**src/rtl/bsc_pkg.sv**
```systemverilog
package bsc_pkg;
  typedef struct packed {
    logic shiftEn;
    logic captureEn;
  } bscStrobe_t;
endpackage

```
**src/rtl/bsc_ctrl.sv**
```systemverilog
module bsc_ctrl
  import bsc_pkg::*;
#(
  parameter int SEG_CNT = 4
) (
  input  logic               scanEn,
  input  logic               bcastMode,
  input  logic               dynEn,
  input  logic [SEG_CNT-1:0] segCtl,
  output bscStrobe_t         strobe,
  output logic [SEG_CNT-1:0] headFromPin
);
  always_comb begin
    strobe.shiftEn   = scanEn;
    strobe.captureEn = !scanEn;
  end

  // Mode inputs only matter while shifting; otherwise selects are parked.
  for (genvar k = 0; k < SEG_CNT; k++) begin : g_sel
    if (k == 0) begin : g_first
      assign headFromPin[k] = 1'b1;
    end else begin : g_rest
      assign headFromPin[k] = scanEn & (dynEn ? segCtl[k] : bcastMode);
    end
  end
endmodule

```
**src/rtl/bsc_datapath.sv**
```systemverilog
module bsc_datapath
  import bsc_pkg::*;
#(
  parameter int SEG_CNT = 4,
  parameter int SEG_LEN = 8
) (
  input  logic                       clk,
  input  logic                       rstN,
  input  bscStrobe_t                 strobe,
  input  logic [SEG_CNT-1:0]         headFromPin,
  input  logic                       scanIn,
  input  logic [SEG_CNT*SEG_LEN-1:0] funcD,
  output logic [SEG_CNT*SEG_LEN-1:0] cellQ,
  output logic [SEG_CNT-1:0]         segTail
);
  localparam int CELLS = SEG_CNT * SEG_LEN;

  logic [CELLS-1:0] shiftSrc;

  for (genvar k = 0; k < SEG_CNT; k++) begin : g_seg
    localparam int BASE = k * SEG_LEN;
    if (k == 0) begin : g_head0
      assign shiftSrc[BASE] = scanIn;
    end else begin : g_headk
      assign shiftSrc[BASE] = headFromPin[k] ? scanIn : cellQ[BASE-1];
    end
    for (genvar i = 1; i < SEG_LEN; i++) begin : g_body
      assign shiftSrc[BASE+i] = cellQ[BASE+i-1];
    end
    assign segTail[k] = cellQ[BASE+SEG_LEN-1];
  end

  always_ff @(posedge clk or negedge rstN) begin
    if (!rstN) begin
      cellQ <= '0;
    end else if (strobe.captureEn) begin
      cellQ <= funcD;
    end else if (strobe.shiftEn) begin
      cellQ <= shiftSrc;
    end
  end

  logic pastOk;
  always_ff @(posedge clk or negedge rstN) begin
    if (!rstN) pastOk <= 1'b0;
    else       pastOk <= 1'b1;
  end

  AST_CAPTURE_LOAD: assert property (@(posedge clk) disable iff (!rstN || !pastOk)
    strobe.captureEn |=> cellQ == $past(funcD));

  AST_HEAD0_PIN: assert property (@(posedge clk) disable iff (!rstN || !pastOk)
    strobe.shiftEn |=> cellQ[0] == $past(scanIn));

  for (genvar k = 0; k < SEG_CNT; k++) begin : g_chk
    if (SEG_LEN > 1) begin : g_adv
      AST_SEG_ADVANCE: assert property (@(posedge clk) disable iff (!rstN || !pastOk)
        strobe.shiftEn |=> cellQ[k*SEG_LEN+1 +: SEG_LEN-1] == $past(cellQ[k*SEG_LEN +: SEG_LEN-1]));
    end
  end
endmodule

```
**src/rtl/bcast_scan_chain.sv**
```systemverilog
module bcast_scan_chain
  import bsc_pkg::*;
#(
  parameter int SEG_CNT = 4,
  parameter int SEG_LEN = 8
) (
  input  logic                       clk,
  input  logic                       rstN,
  input  logic                       scanEn,
  input  logic                       bcastMode,
  input  logic                       dynEn,
  input  logic [SEG_CNT-1:0]         segCtl,
  input  logic                       scanIn,
  input  logic [SEG_CNT*SEG_LEN-1:0] funcD,
  output logic [SEG_CNT*SEG_LEN-1:0] funcQ,
  output logic [SEG_CNT-1:0]         scanOut
);
  bscStrobe_t         strobe;
  logic [SEG_CNT-1:0] headFromPin;

  bsc_ctrl #(.SEG_CNT(SEG_CNT)) u_ctrl (
    .scanEn      (scanEn),
    .bcastMode   (bcastMode),
    .dynEn       (dynEn),
    .segCtl      (segCtl),
    .strobe      (strobe),
    .headFromPin (headFromPin)
  );

  bsc_datapath #(.SEG_CNT(SEG_CNT), .SEG_LEN(SEG_LEN)) u_dp (
    .clk         (clk),
    .rstN        (rstN),
    .strobe      (strobe),
    .headFromPin (headFromPin),
    .scanIn      (scanIn),
    .funcD       (funcD),
    .cellQ       (funcQ),
    .segTail     (scanOut)
  );

  logic pastOk;
  always_ff @(posedge clk or negedge rstN) begin
    if (!rstN) pastOk <= 1'b0;
    else       pastOk <= 1'b1;
  end

  for (genvar k = 1; k < SEG_CNT; k++) begin : g_heads
    AST_BCAST_HEAD: assert property (@(posedge clk) disable iff (!rstN || !pastOk)
      (scanEn && bcastMode && !dynEn) |=> funcQ[k*SEG_LEN] == $past(scanIn));
    AST_SERIAL_LINK: assert property (@(posedge clk) disable iff (!rstN || !pastOk)
      (scanEn && !bcastMode && !dynEn) |=> funcQ[k*SEG_LEN] == $past(scanOut[k-1]));
    AST_DYN_SELECT: assert property (@(posedge clk) disable iff (!rstN || !pastOk)
      (scanEn && dynEn) |=> funcQ[k*SEG_LEN] == $past(segCtl[k] ? scanIn : scanOut[k-1]));
  end
endmodule

```
**config.mk**
```make
export PLATFORM = sky130hd
export DESIGN_NAME = bcast_scan_chain
export DESIGN_NICKNAME = d
export VERILOG_FILES = /design/src/rtl/bsc_pkg.sv /design/src/rtl/bsc_ctrl.sv /design/src/rtl/bsc_datapath.sv /design/src/rtl/bcast_scan_chain.sv
export SDC_FILE = /design/constraint.sdc
export NUM_CORES = 1
export LEC_CHECK = 0
export ABC_AREA = 1
export BUFFER_PORTS_ARGS = -buffer_cell sky130_fd_sc_hd__buf_2
export CORE_MARGIN = 10
export CORE_UTILIZATION = 25
export CTS_CLUSTER_SIZE = 20
export DETAILED_ROUTE_END_ITERATION = 10
export GPL_ROUTABILITY_DRIVEN = 0
export GPL_TIMING_DRIVEN = 0
export HOLD_SLACK_MARGIN = 0.05
export RECOVER_POWER = 25
export SLEW_MARGIN = 20
export SYNTH_ARGS = -nofsm -noshare
export SYNTH_HDL_FRONTEND = slang
export SYNTH_SLANG_ARGS = --single-unit
```
**constraint.sdc**
```tcl
create_clock -name clk -period 0.9 [get_ports clk]
set_input_delay 0.18 -clock clk [delete_from_list [all_inputs] [get_ports clk]]
set_output_delay 0.18 -clock clk [all_outputs]
set_load 0.02 [all_outputs]
```
==> impl_results.md, run 1 <==
* Final setup TNS at -3.76 ns
* R2r setup slk at -0.13 ns
* DR iter-0 viols at 31
* Beginning of the critical path: u_dp.cellQ[15]
* Die width at 92.0 um
* Grt ovf at 0
* FF+latch count, synth at 32
* Slowest stage delay, CP at roughly 0.42 ns
* Residual DRC count at 0
* Worst slew margin at 46.0%
* Initial antenna violation count at 0
* Final design utilization at between 40% and 50%
* Full die area at 8470 sq um
* Worst path arrival time at 0.94 ns
* Synth Area in Compound Gates at 0.386%
* Synth Area in Adders at 0%
* Failing checks: negative hold slack, negative setup slack
* # clock sinks at 32
* Hold Fails Final Rpt at 22
* Synthesized instance count at ~160
* Vias in the first global route at approximately 1.4k
* Worst Max-Slew Pin Slew at 0.811 ns
* Hold Crit Class: input port to async pin
* Mapped cell area at approximately 1300 sq um
* Critical Path, Cell by Cell: buf_6 -> buf_6
* Max reg flops at 32
* TritonCTS buffer count at 5
* Kind of end point of the critical path: primary output
* Critical Path Slowest Stage Cell: dfrtp_1
* RSZ-0062 raised after global routing: true
* Core Area at 5070 sq um
* Final WL at around 4.3 mm
* Top-Level Pins at a little under 80
* Routed length per instance at 13.4 um
* Sequential area share after synthesis at 61.7%
* Simple-Gate Fraction of Synth Area at approximately a third
* CP Launch Type: register
* Number of port buffers at 76
* Worst hold slack at -0.0164 ns
* Largest family of logic cells by synthesized area: simple AND/OR/NAND/NOR gates
* P per Cell Area at 1680 nW/um^2
* Non-filler cells, final at ~320
* Post-Syn Area per Cell at ~8.3 sq um
* Routed vias/inst at ~4.0
* Clock latency at the later pin of the worst-skew pair at roughly 0.28 ns
* Diode count at 0
* Post-Synth XOR/XNOR Area at 0%
* Placed wire-length estimate at 3.11 mm
* Clk slew on worst S/H paths at 0.07 ns
* WS Path Type: register to primary output
* Critical Path End: scanOut[1]
* CTS H-tree depth at 2
* Vias post-DR at ~1.3k
* Cell variety after synth at 8
* Std-Cell Rows at 26
* R2R Path Start: u_dp.cellQ[23]
* Post-synthesis net count at roughly 200
* Final #Nets at 295
* CP max FO at 3
* Layout cell share with drive strength beyond 1 at a little over two fifths
* Pins Over Slew Limit at 0
* Post-layout min period at 1.12 ns
* Max clock buf depth at 2
* Status: finished with violations
* Final Total Pwr at 0.00366 W
* Maximum vdd ir drop at slightly above 0.7 mV
* Mux cell area share after synthesis at 0%
* Drt pass-1 iters at 4
* Die Ht at 92.0 um
* CTS tree: yes
* Total global-route track usage at about 10%
* CP required at 0.72 ns
* Leak at ~1.3 nW
* FMAX at roughly 900 MHz
* YS warnings at 0
* Setup slack after layout at -0.219 ns
* Most frequent CP cell: buf_6
* Top reg by flops: u_dp.cellQ
* Largest net degree at the start of global routing at 33
* Clock Skews at 0.00322 ns
* Antenna viol nets, final at 0
* Reg2reg end: u_dp.cellQ[24]
* Placed cells at 302
* Worst reg-to-reg path cell count at 6
* Biggest regs: u_dp.cellQ (32)
* Setup violators final at 37
* Fillcell total at between 500 and 600
* Max-cap violations at 0
* Initial Utilization at roughly 26%
* P&R area growth vs syn at 68.1%
* Fin crit share at 124%
* Root Driver: clkbuf_8
* First-pass GRT wire length at 7.12 mm
## area by class of cell
cell class	instances	area (sq um)	area share (%)
plain buffers	10	75.1	3.44
repair buffers	90	703	32.2
well taps	70	87.6	4.02
multi-input cells	108	414	19.0
flip-flops and latches	32	801	36.7
inverters	6	22.5	1.03
clock buffers	6	72.6	3.33
clock inverters	1	5.00	0.229
## cells in the mapped netlist
cell     number  area share (%)
buf_2         6             2.3
buf_4         4             2.3
dfrtp_1      32              62
inv_1         5             1.4
inv_2         1            0.29
nand2_1     101              29
nand3_1       6             2.3
o21ai_0       1            0.39
## worst min-delay path by stage
stage	start	endpoint	slack (ns)	depth (start not counted)
6_report	rstN	u_dp.cellQ[21]	-0.02	1
5_1_grt	rstN	u_dp.cellQ[22]	0.05	1
4_1_cts	rstN	u_dp.cellQ[21]	-0.02	1
3_5_place_dp	rstN	u_dp.cellQ[22]	0.29	1
3_3_place_gp	rstN	u_dp.cellQ[22]	0.28	1
2_1_floorplan	rstN	u_dp.cellQ[0]	-0.12	0
## what timing repair did
action / in CTS / in global routing
endpoints found under the hold margin: 32 / 32
setup buffers: 9 / 5
pin swaps: 1 / 1
resized for setup: 73 / 1
endpoints found under the setup margin: 36 / 37
## cell families after synthesis
family | after synthesis
AO/OA/AOI/OAI | 1
flip-flops | 32
buffers and inverters | 16
AND/OR/NAND/NOR | 107
## worst max-delay path: cells and delay by family, from the launching register on
kind	cells	cell delay (ns)
buffers and inverters	2	0.25
flip-flops	1	0.42
## through the flow
stage / setup slack [ns] / cell area [sq um]
2_1_floorplan: 0.0838 / 1300
3_3_place_gp: 0.0294 / 1770
3_5_place_dp: 0.0201 / 1770
4_1_cts: -0.226 / 2140
5_1_grt: -0.250 / 2180
6_report: -0.219 / 2180
## metal layers
metal | GRT usage [%] | wire (um) | vias up
met1 | 12.3 | 1870 | 583
met3 | 5.79 | 520 | 5
met2 | 15.7 | 1900 | 55
met4 | 3.08 | 27 | 0
met5 | 0 | 0 | -
li1 | - | - | 654
## placed cells by master, fill, tap and decap left out, drive strengths merged
cell type,instances
nand2,101
buf,98
dfrtp,32
clkbuf,8
nand3,6
inv,6
o21ai,1
clkinv,1
## where the power goes
group          internal (W)  switching [W]  leakage (nW)
Clock              0.000525       0.000496        0.0410
Combinational      0.000497       0.000469         0.825
Sequential          0.00157       0.000101         0.388
Total               0.00259        0.00107          1.25
Power figures use the tool's default switching activity.
==> run 2, diff against run 1 <==
--- a/config.mk
+++ b/config.mk
@@ -9,5 +9,5 @@
 export BUFFER_PORTS_ARGS = -buffer_cell sky130_fd_sc_hd__buf_2
 export CORE_MARGIN = 10
-export CORE_UTILIZATION = 25
+export CORE_UTILIZATION = 45
 export CTS_CLUSTER_SIZE = 20
 export DETAILED_ROUTE_END_ITERATION = 10
@@ -15,7 +15,9 @@
 export GPL_TIMING_DRIVEN = 0
 export HOLD_SLACK_MARGIN = 0.05
+export PLACE_DENSITY = 0.79
 export RECOVER_POWER = 25
 export SLEW_MARGIN = 20
 export SYNTH_ARGS = -nofsm -noshare
 export SYNTH_HDL_FRONTEND = slang
+export SYNTH_HIERARCHICAL = 1
 export SYNTH_SLANG_ARGS = --single-unit
==> constraint.sdc (replaced) <==
create_clock -name clk -period 0.9 [get_ports clk]
set_input_delay 0.045 -clock clk [delete_from_list [all_inputs] [get_ports clk]]
set_output_delay 0.045 -clock clk [all_outputs]
set_load 0.02 [all_outputs]
==> run 2 against run 1 <==
  * The run ends with negative setup slack left
  * Die area fell by 27%
  * Sequential share of layout area fell by 8.7 points
  * Synthesized cell count rose by 29%
  * Non-clock buffer count rose by 54
  * Critical path type unchanged
  * Combinational power rose by 60%
  * Synthesized area rose by 18%
  * Clock-buffer cell count did not move
  * Register-to-register slack improved by 0.02 ns
  * Cell count rose by 23%
  * Sequential power rose by 4%
  * Global-route usage rose by 11 points
==> impl_results.md, run 2 <==
* Initial Utilization at 46.3%
* Clk slew on worst S/H paths at 0.10 ns
* Status: finished with violations
* Largest net degree at the start of global routing at 33
* CP required at 0.85 ns
* Worst Max-Slew Pin Slew at 0.512 ns
* CP max FO at 3
* RSZ-0062 raised after global routing: true
* Die Ht at between 70 and 80 um
* Post-Syn Area per Cell at 7.59 sq um
* Max clock buf depth at 2
* Clock Skews at 0.00713 ns
* Pins Over Slew Limit at 0
* Clock latency at the later pin of the worst-skew pair at 0.35 ns
* Root Driver: clkbuf_4
* R2R Path Start: u_dp/cellQ[7]
* Total global-route track usage at 21.3%
* Vias in the first global route at 2092
* Slowest stage delay, CP at between 0.4 and 0.5 ns
* Final Total Pwr at a little over 0.004 W
* Post-layout min period at 1.10 ns
* Synthesized instance count at 202
* Placed wire-length estimate at 3.29 mm
* Hold Crit Class: input port to register
* Top-Level Pins at 78
* Final #Nets at 390
* Initial antenna violation count at 0
* Critical Path Slowest Stage Cell: dfrtp_1
* Buf/Inv on CP at 2
* Final setup TNS at -2.73 ns
* Multi-input gate area at 628 sq um
* Reg2reg end: u_dp/cellQ[8]
* P per Cell Area at 1450 nW/um^2
* Worst reg-to-reg path cell count at 5
* DR iter-0 viols at between 300 and 400
* Most frequent cells in the layout: 106 x nand2_1, 46 x buf_2, 42 x buf_6, 34 x dlygate4sd3_1, 31 x dfrtp_1
* Hold Crit Endpoint: u_dp/cellQ[24]
* Antenna viol nets, final at 0
* # clock sinks at 32
* Post-synthesis net count at 244
* Failing checks: negative setup slack
* Fillcell total at 159
* TritonCTS buffer count at 5
* Max reg flops at 32
* Layout cell share with drive strength beyond 1 at 39.0%
* Kind of end point of the critical path: primary output
* Std-Cell Rows at 21
* Biggest regs: u_dp/cellQ (32)
* CP Launch Type: register
* Final WL at approximately 7.9 mm
* R2r setup slk at -0.11 ns
* Drt pass-1 iters at 7
* Worst path top cell family by delay: flip-flops
* Hold Fails Final Rpt at 0
* P&R area growth vs syn at 86.5%
* Routed vias/inst at 5.37
* YS warnings at 6
* Placed cells at 324
* Number of port buffers at 76
* WS Path Type: register to primary output
* Vias post-DR at 2127
* Critical Path, Cell by Cell: buf_6 -> buf_6
* Leak at 1.53 nW
* Hold Startpoint: segCtl[3]
* Setup slack after layout at -0.199 ns
* FMAX at approximately 910 MHz
* Routed length per instance at ~20 um
* First-pass GRT wire length at 10.6 mm
* Worst path arrival time at 1.05 ns
* Top reg by flops: u_dp/cellQ
* Core Area at roughly 3300 sq um
* Maximum vdd ir drop at 0.846 mV
* Commonest non-fill, non-tap cell in the layout: nand2_1
* Worst slew margin at 65.9%
* Max-cap violations at 0
* Hold Path Depth at 7
* Setup violators final at 42
* Most frequent CP cell: buf_6
* Mapped cell area at 1530 sq um
* Non-filler cells, final at 396
* Grt ovf at 0
* Residual DRC count at 0
* Reg area at about 800 sq um
* CTS H-tree depth at 2
* Full die area at about 6000 sq um
* Die width at 78.4 um
* Fin crit share at 122%
* CTS tree: yes
==> run 2: layout make-up <==
type                            count  share of cell area, %
Clock buffer                        6                   1.79
Sequential cell                    32                   28.0
Multi-Input combinational cell    146                   22.0
Tap cell                           46                   2.01
Timing Repair Buffer              139                   40.9
Antenna cell                        1                 0.0875
Inverter                            9                   1.18
Clock inverter                      2                  0.350
Buffer                             15                   3.67
==> run 2: worst max path at each step <==
stage / cells past startpoint / from / slack [ns] / end
after floorplan: 4 / u_dp/cellQ[15] / 0.11 / u_dp/cellQ[16]
after global placement: 6 / scanEn / -0.20 / u_dp/cellQ[6]
after detailed placement: 6 / scanEn / -0.21 / u_dp/cellQ[25]
after CTS: 2 / u_dp/cellQ[15] / -0.18 / scanOut[1]
after global routing: 2 / u_dp/cellQ[23] / -0.22 / scanOut[2]
final: 2 / u_dp/cellQ[31] / -0.20 / scanOut[3]
==> run 2: layer usage <==
layer | vias up | track usage (%) | share of wire [%] | wire, um
met3 | 58 | 6.95 | 10 | 794
met5 | - | 0 | 0 | 0
met2 | 185 | 39.2 | 49 | 3890
met4 | 0 | 6.09 | 6.1 | 486
met1 | 974 | 22.7 | 35 | 2740
li1 | 910 | - | - | -
==> run 2: power by group <==
part	total [W]	internal [W]	switching, W
registers	0.00173	0.00158	0.000144
clock network	0.000888	0.000371	0.000517
logic	0.00154	0.000783	0.000756
total	0.00416	0.00274	0.00142
==> run 2: what timing repair did <==
item                                    in CTS  in global routing
hold buffers                                34                  0
hold endpoints to repair                    64                  0
gates resized for setup                     71                 13
buffers inserted                            28                  3
endpoints found under the setup margin      36                 68
pin swaps                                    0                  4
==> run 2: per-stage QoR <==
stage               setup WS, ns  area [sq um]  util (%)  hold slack, ns
floorplan                  0.106          1530         -          -0.251
global placement          -0.202          1970      59.6           0.133
detailed placement        -0.207          1970      59.6           0.137
CTS                       -0.175          2810      84.8           0.146
global route              -0.219          2860      86.4           0.196
finish                    -0.199          2860      86.4           0.159
==> run 2: worst min-delay path: stages <==
cell     delay, ns
buf_2         0.10
nand2_1       0.05
a21oi_1       0.08
nand2_1       0.07
nand2_1       0.04
nand2_1       0.05
nand2_1       0.05
